**config.mk**
```make
export PLATFORM = sky130hd
export DESIGN_NAME = lwc_handoff
export DESIGN_NICKNAME = d
export VERILOG_FILES = /design/src/rtl/lwc_pkg.sv /design/src/rtl/lwc_wait_fifo.sv /design/src/rtl/lwc_release_ctrl.sv /design/src/rtl/lwc_owner_fsm.sv /design/src/rtl/lwc_handoff.sv
export SDC_FILE = /design/constraint.sdc
export NUM_CORES = 1
export LEC_CHECK = 0
export BUFFER_PORTS_ARGS = -buffer_cell sky130_fd_sc_hd__buf_4
export CAP_MARGIN = 20
export CORE_ASPECT_RATIO = 0.8
export CORE_MARGIN = 2
export CORE_UTILIZATION = 45
export DETAILED_ROUTE_END_ITERATION = 7
export GPL_TIMING_DRIVEN = 0
export PLACE_DENSITY = 0.67
export SYNTH_ARGS = -nofsm -noshare
export SYNTH_HDL_FRONTEND = slang
export SYNTH_SLANG_ARGS = --single-unit
```
**constraint.sdc**
```tcl
create_clock -name clk -period 6.85 [get_ports clk]
set_input_delay 1.0275 -clock clk [delete_from_list [all_inputs] [get_ports clk]]
set_output_delay 1.0275 -clock clk [all_outputs]
set_load 0.01 [all_outputs]
```
**src/rtl/lwc_pkg.sv**
```systemverilog
package lwc_pkg;
  localparam int LWC_ID_W   = 3;
  localparam int LWC_DATA_W = 32;

  typedef struct packed {
    logic [LWC_ID_W-1:0]   id;
    logic [LWC_DATA_W-1:0] expv;
  } lwc_waiter_t;

  // A requester may take the line at once only if its snapshot is stale.
  function automatic logic value_moved(input logic [LWC_DATA_W-1:0] now_v,
                                       input logic [LWC_DATA_W-1:0] seen_v);
    return now_v != seen_v;
  endfunction

  // Word value a same-cycle request is compared against: the write wins.
  function automatic logic [LWC_DATA_W-1:0] word_after_write(
      input logic                  hit,
      input logic [LWC_DATA_W-1:0] wdata,
      input logic [LWC_DATA_W-1:0] held);
    return hit ? wdata : held;
  endfunction
endpackage

```
**src/rtl/lwc_wait_fifo.sv**
```systemverilog
module lwc_wait_fifo
  import lwc_pkg::*;
#(
  parameter int DEPTH = 4,
  localparam int PW = (DEPTH > 1) ? $clog2(DEPTH) : 1,
  localparam int CW = $clog2(DEPTH + 1)
) (
  input  logic          clk,
  input  logic          rst_n,
  input  logic          push,
  input  lwc_waiter_t   push_ent,
  input  logic          pop,
  output lwc_waiter_t   head,
  output logic [CW-1:0] fill
);
  localparam logic [PW-1:0] LAST_SLOT = PW'(DEPTH - 1);

  lwc_waiter_t   slots [DEPTH];
  logic [PW-1:0] rd_ptr, wr_ptr;

  function automatic logic [PW-1:0] bump(input logic [PW-1:0] p);
    return (p == LAST_SLOT) ? '0 : p + 1'b1;
  endfunction

  always_ff @(posedge clk) begin
    if (!rst_n) begin
      rd_ptr <= '0;
      wr_ptr <= '0;
      fill   <= '0;
    end else begin
      if (push) begin
        slots[wr_ptr] <= push_ent;
        wr_ptr        <= bump(wr_ptr);
      end
      if (pop) rd_ptr <= bump(rd_ptr);
      case ({push, pop})
        2'b10:   fill <= fill + 1'b1;
        2'b01:   fill <= fill - 1'b1;
        default: fill <= fill;
      endcase
    end
  end

  assign head = slots[rd_ptr];

  a_r6_no_overflow: assert property (@(posedge clk) disable iff (!rst_n)
    push |-> (fill < CW'(DEPTH)));
  a_r8_no_underflow: assert property (@(posedge clk) disable iff (!rst_n)
    pop |-> (fill != '0));
endmodule

```
**src/rtl/lwc_release_ctrl.sv**
```systemverilog
module lwc_release_ctrl
  import lwc_pkg::*;
#(
  parameter int ADDR_W = 16,
  parameter logic [ADDR_W-1:0] WATCH_ADDR = '0,
  parameter int DEPTH = 4,
  localparam int CW = $clog2(DEPTH + 1)
) (
  input  logic                  clk,
  input  logic                  rst_n,
  input  logic                  owner,
  input  logic [CW-1:0]         fill,
  input  logic [LWC_ID_W-1:0]   head_id,
  input  logic [LWC_DATA_W-1:0] word_q,
  input  logic                  wr_en,
  input  logic [ADDR_W-1:0]     wr_addr,
  input  logic [LWC_DATA_W-1:0] wr_data,
  input  logic                  req_valid,
  input  logic [LWC_ID_W-1:0]   req_id,
  input  logic [ADDR_W-1:0]     req_addr,
  input  logic [LWC_DATA_W-1:0] req_expect,
  output logic                  wr_hit,
  output logic                  push,
  output logic                  release_now,
  output logic [LWC_ID_W-1:0]   next_owner,
  output logic                  taken,
  output logic                  refused
);
  localparam logic [CW-1:0] ONE_SHORT = CW'(DEPTH - 1);

  logic                  req_hit;
  logic                  list_empty;
  logic [LWC_DATA_W-1:0] cmp_word;
  logic                  stale_now;
  logic                  write_wakes;
  logic                  fill_wakes;

  assign wr_hit     = wr_en && (wr_addr == WATCH_ADDR);
  assign req_hit    = req_valid && (req_addr == WATCH_ADDR);
  assign list_empty = (fill == '0);
  assign cmp_word   = word_after_write(wr_hit, wr_data, word_q);

  assign taken   = req_hit && owner;
  assign refused = req_hit && !owner;
  assign push    = taken;

  assign stale_now   = push && list_empty && value_moved(cmp_word, req_expect);
  assign write_wakes = owner && wr_hit && !list_empty;
  assign fill_wakes  = push && (fill == ONE_SHORT);

  assign release_now = stale_now || write_wakes || fill_wakes;
  assign next_owner  = list_empty ? req_id : head_id;

  a_r10_taken_xor_refused: assert property (@(posedge clk) disable iff (!rst_n)
    !(taken && refused));
  a_r9_foreign_quiet: assert property (@(posedge clk) disable iff (!rst_n)
    (req_addr != WATCH_ADDR) |-> !(taken || refused));
endmodule

```
**src/rtl/lwc_owner_fsm.sv**
```systemverilog
module lwc_owner_fsm
  import lwc_pkg::*;
#(
  parameter bit RESET_OWNER = 1'b1,
  parameter int DEPTH = 4,
  localparam int CW = $clog2(DEPTH + 1)
) (
  input  logic                clk,
  input  logic                rst_n,
  input  logic                release_now,
  input  logic [LWC_ID_W-1:0] next_owner,
  input  logic [CW-1:0]       fill,
  input  logic                own_restore,
  input  logic                xfer_ready,
  output logic                owner,
  output logic                draining,
  output logic                first_beat,
  output logic [LWC_ID_W-1:0] dest,
  output logic                pop
);
  logic last_beat;

  assign pop       = draining && xfer_ready;
  assign last_beat = (fill == CW'(1));

  always_ff @(posedge clk) begin
    if (!rst_n) begin
      owner      <= RESET_OWNER;
      draining   <= 1'b0;
      first_beat <= 1'b0;
      dest       <= '0;
    end else if (release_now) begin
      owner      <= 1'b0;
      draining   <= 1'b1;
      first_beat <= 1'b1;
      dest       <= next_owner;
    end else if (pop) begin
      first_beat <= 1'b0;
      if (last_beat) draining <= 1'b0;
    end else if (!owner && !draining && own_restore) begin
      owner <= 1'b1;
    end
  end

  a_r2_release_drops_owner: assert property (@(posedge clk) disable iff (!rst_n)
    release_now |=> (draining && !owner && first_beat));
  a_r8_hold_until_ready: assert property (@(posedge clk) disable iff (!rst_n)
    (draining && !xfer_ready) |=> (draining && $stable(dest) && $stable(first_beat)));
  a_r11_single_line_beat: assert property (@(posedge clk) disable iff (!rst_n)
    (pop && first_beat) |=> !first_beat);
  a_r10_no_owner_while_drain: assert property (@(posedge clk) disable iff (!rst_n)
    draining |-> !owner);
endmodule

```
**src/rtl/lwc_handoff.sv**
```systemverilog
module lwc_handoff
  import lwc_pkg::*;
#(
  parameter int ADDR_W = 16,
  parameter logic [ADDR_W-1:0] WATCH_ADDR = 16'h0040,
  parameter int DEPTH = 4,
  parameter bit RESET_OWNER = 1'b1,
  parameter logic [LWC_DATA_W-1:0] RESET_WORD = '0
) (
  input  logic                  clk,
  input  logic                  rst_n,
  input  logic                  wr_en,
  input  logic [ADDR_W-1:0]     wr_addr,
  input  logic [LWC_DATA_W-1:0] wr_data,
  input  logic                  req_valid,
  input  logic [LWC_ID_W-1:0]   req_id,
  input  logic [ADDR_W-1:0]     req_addr,
  input  logic [LWC_DATA_W-1:0] req_expect,
  input  logic                  own_restore,
  input  logic                  xfer_ready,
  output logic                  req_taken,
  output logic                  req_refused,
  output logic                  is_owner,
  output logic                  xfer_valid,
  output logic [LWC_ID_W-1:0]   xfer_dest,
  output logic                  xfer_line,
  output logic [LWC_ID_W-1:0]   xfer_wid,
  output logic [LWC_DATA_W-1:0] xfer_wexp
);
  localparam int CW = $clog2(DEPTH + 1);

  logic [LWC_DATA_W-1:0] word_q;
  logic                  wr_hit, push, pop, release_now, draining, first_beat;
  logic [LWC_ID_W-1:0]   next_owner, dest;
  logic [CW-1:0]         fill;
  lwc_waiter_t           head, newcomer;

  assign newcomer = '{id: req_id, expv: req_expect};

  always_ff @(posedge clk) begin
    if (!rst_n)      word_q <= RESET_WORD;
    else if (wr_hit) word_q <= wr_data;
  end

  lwc_release_ctrl #(.ADDR_W(ADDR_W), .WATCH_ADDR(WATCH_ADDR), .DEPTH(DEPTH)) u_ctrl (
    .clk(clk), .rst_n(rst_n), .owner(is_owner), .fill(fill), .head_id(head.id),
    .word_q(word_q), .wr_en(wr_en), .wr_addr(wr_addr), .wr_data(wr_data),
    .req_valid(req_valid), .req_id(req_id), .req_addr(req_addr),
    .req_expect(req_expect), .wr_hit(wr_hit), .push(push),
    .release_now(release_now), .next_owner(next_owner),
    .taken(req_taken), .refused(req_refused)
  );

  lwc_wait_fifo #(.DEPTH(DEPTH)) u_fifo (
    .clk(clk), .rst_n(rst_n), .push(push), .push_ent(newcomer), .pop(pop),
    .head(head), .fill(fill)
  );

  lwc_owner_fsm #(.RESET_OWNER(RESET_OWNER), .DEPTH(DEPTH)) u_fsm (
    .clk(clk), .rst_n(rst_n), .release_now(release_now), .next_owner(next_owner),
    .fill(fill), .own_restore(own_restore), .xfer_ready(xfer_ready),
    .owner(is_owner), .draining(draining), .first_beat(first_beat),
    .dest(dest), .pop(pop)
  );

  assign xfer_valid = draining;
  assign xfer_dest  = dest;
  assign xfer_line  = draining && first_beat;
  assign xfer_wid   = head.id;
  assign xfer_wexp  = head.expv;

  a_r6_full_means_release: assert property (@(posedge clk) disable iff (!rst_n)
    (fill == CW'(DEPTH)) |-> xfer_valid);
  a_r3_idle_owner_quiet: assert property (@(posedge clk) disable iff (!rst_n)
    is_owner |-> !xfer_valid);
  a_r4_write_wakes: assert property (@(posedge clk) disable iff (!rst_n)
    (is_owner && wr_hit && fill != '0) |=> xfer_valid);
endmodule

```
==> summary.md <==
| Metric | Value |
|---|---|
| Sink Count | 187 |
| CTS H-tree lvls | 4 |
| Initial antenna violation count | 0 |
| #FFs+latches synth | 187 |
| Final nets | between 800 and 900 |
| CP max stage delay | just over 700 ps |
| Number of fill cells | 1380 |
| Latest clock arrival within the worst-skew pair | 420 ps |
| Hold_buf cts | 0 |
| Fin. Hold Viols | 0 |
| Area Overhead vs Synth | 25.5% |
| DRT iter0 DRCs | approximately 360 |
| Mapped Cells | approximately 540 |
| CP top delay family | buffers and inverters |
| Tot GR Track Use | 21.0% |
| Ant. Diodes | 0 |
| Post-synthesis sequential area ratio | between 60% and 70% |
| Buffer and inverter count on the worst path | 3 |
| Yosys cell types | a little under 60 |
| Max-Cap Viols | 0 |
| Worst slack, placed | 3180 ps |
| Final Critical Period | 3770 ps |
| Final wirelength | 19.0 mm |
| Clock buffer depth | 2 |
| Worst path cell trace | clkbuf_1, buf_1, mux4_2, buf_4 |
| Crit path arrival time | 2740 ps |
| GRT overflow | 0 |
| First-pass GRT wire length | 29.6 mm |
| Normalized max-slew margin | between 40% and 50% |
| Crit Path Class | reg2out |
| Critical path fanouts, max | 10 |
| Placer Congestion | 0.883 |
| Total power density per cell area | about 230 nW/um2 |
| Crit-path slowest cell | buf_1 |
| Syn Std Cell Area | roughly 8000 um2 |
| Leakage power | between 3 and 4 nW |
| Most common cell after layout, fill and taps aside | buf_4 |
| Commonest non-fill, non-tap cells in the layout | 149 x buf_4, 140 x edfxtp_1, 59 x nand2_1 |
| Worst Setup End Kind | output port |
| Clock-pin slew on the worst setup and hold paths | 70 ps |
| Crit share post-route | 55.0% |
| Setup violators final | 0 |
| Unrepaired setup endpoints after global routing | no |
| Post-CTS Resized | 0 |
| Final ANT Viol Nets | 0 |
| Die Area | 18800 um2 |
| Post-DP HPWL | about 14 mm |
| Data required, critical path | 5820 ps |
| Vias in the first global route | 5487 |
| Max-slew violations | 0 |
| Startpoint types | register |
| Synth Area per Inst | roughly 15 um2 |
| Yosys warning total | 0 |
| Vias per inst | about 5.4 |
| Main synth FF type | edfxtp_1 |
| Chip height | 123 um |
| Core area | 17400 um2 |
| Setup TNS | 0 ps |
| Fraction of layout cells with a size suffix above 1 | ~33% |
| Via count | slightly above 5000 |
| TritonCTS Buffers | 17 |
| Async SR Flop Fraction | 0% |
| DRC | 0 |
| Status | completed |
| Achievable Freq | approximately 270 MHz |
| Peak VDD IR | 0.000187 V |
| EDFF count, synth | 140 |
| Ports | between 100 and 150 |
| Largest net degree at the start of global routing | 32 |
| Syn nets | between 600 and 700 |
| Buffers added on ports | 147 |
| Drt first pass iters | 5 |
| Root Driver | clkbuf_16 |
| Final worst setup slack | 3080 ps |
| Postcts setup bufs | 0 |
| Rows | between 40 and 50 |
| Initial Util | 45.9% |
| Routed length per instance | approximately 20 um |
| HP Class | reg2reg |
| Post-Route Skew | 8.95 ps |
| Chip Width | 153 um |
| Least-Margin Pin Slew | 877 ps |
| TritonCTS clock tree | built |
-- path summary, 6_finish.rpt --
check | start | to | slack (ps) | cells past startpoint
setup reg to reg | word_q[28]$_SDFF_PN0_ | u_fsm.dest[2]$_SDFFE_PN0P_ | 4710 | 8
hold reg to reg | word_q[15]$_SDFF_PN0_ | word_q[15]$_SDFF_PN0_ | 470 | 2
setup / recovery | register | xfer_wexp[26] | 3080 | 4
hold / removal | word_q[15]$_SDFF_PN0_ | word_q[15]$_SDFF_PN0_ | 470 | 2
-- worst reg2reg max path: cells and delay by family (launching register included) --
kind | cells | cell delay [ps]
compound gates | 4 | 1110
simple gates | 3 | 440
flops | 1 | 330
mux | 1 | 190
-- flip-flops by register name (all words and copies together) (netlist names), named ones only --
register / count
u_fsm.draining: 1
word_q: 32
u_fifo.wr_ptr: 2
u_fsm.owner: 1
u_fifo.fill: 3
u_fifo.rd_ptr: 2
u_fsm.dest: 3
u_fifo.slots: 140
u_fsm.first_beat: 1
-- cells in the mapped netlist (all sizes together) (2+ instances only) --
cell | count | area share [%]
a21boi | 28 | 2.6
nor3 | 5 | 0.38
nor2 | 4 | 0.19
and3 | 6 | 0.53
nor4b | 3 | 0.52
clkbuf | 13 | 0.63
mux2i | 7 | 0.88
xnor2 | 24 | 2.6
o211ai | 3 | 0.28
o2111ai | 2 | 0.22
mux4 | 35 | 9.9
o221ai | 3 | 0.33
and2 | 6 | 0.50
o21ai | 5 | 0.31
nor4 | 9 | 0.97
nand2b | 6 | 0.47
dfxtp | 47 | 12
a21oi | 16 | 1.1
nand2 | 59 | 2.8
or2 | 4 | 0.31
edfxtp | 140 | 53
a222oi | 3 | 0.38
buf | 9 | 0.63
nand3 | 5 | 0.31
ha | 11 | 1.7
a31oi | 2 | 0.16
o22ai | 5 | 0.39
a2111oi | 2 | 0.45
nand4 | 8 | 0.63
inv | 25 | 1.2
nor2b | 14 | 1.1
xor2 | 17 | 1.9
-- kinds of logic after synthesis --
family	Yosys count	synth area share [%]
flops	187	64.5
simple gates	132	8.97
compound gates	76	7.07
buf+inv	48	2.54
mux	42	10.8
xor+xnor	41	4.50
fa+ha+maj	11	1.72
-- power breakdown --
part | total, W | internal (W) | switching, W
combinational | 0.000115 | 0.0000585 | 0.0000568
clock | 0.000930 | 0.000479 | 0.000451
sequential | 0.00121 | 0.00121 | 0.00000000196
-- per-layer routing --
layer	vias to the layer above	share of wire, %	track usage (%)
li1	2371	-	-
met4	0	1.3	6.71
met2	137	49	35.1
met3	20	5.8	4.38
met1	2614	44	28.0
met5	-	0	0
-- through the flow --
step / std cells / utilization (%) / cell area (um2) / hold slack, ps / total power, W
6_report: 945 / 57.7 / 10000 / 467 / 0.00226
5_1_grt: 945 / 57.7 / 10000 / 487 / 0.00233
2_1_floorplan: 537 / - / 7980 / 430 / 0.00127
3_5_place_dp: 913 / 54.4 / 9460 / 460 / 0.00135
4_1_cts: 945 / 57.7 / 10000 / 469 / 0.00227
3_3_place_gp: 909 / 53.9 / 9370 / 453 / 0.00135
-- layout make-up --
cell class / count / area (um2) / area share, %
clock buffer: 17 / 425 / 4.25
buffer: 22 / 100 / 0.999
inverter: 26 / 103 / 1.02
sequential: 187 / 5140 / 51.3
timing repair buffer: 151 / 1190 / 11.9
multi-input combinational: 302 / 2640 / 26.3
clock inverter: 15 / 135 / 1.35
tap: 225 / 282 / 2.81
No activity file was read; power rests on OpenSTA's default activity.
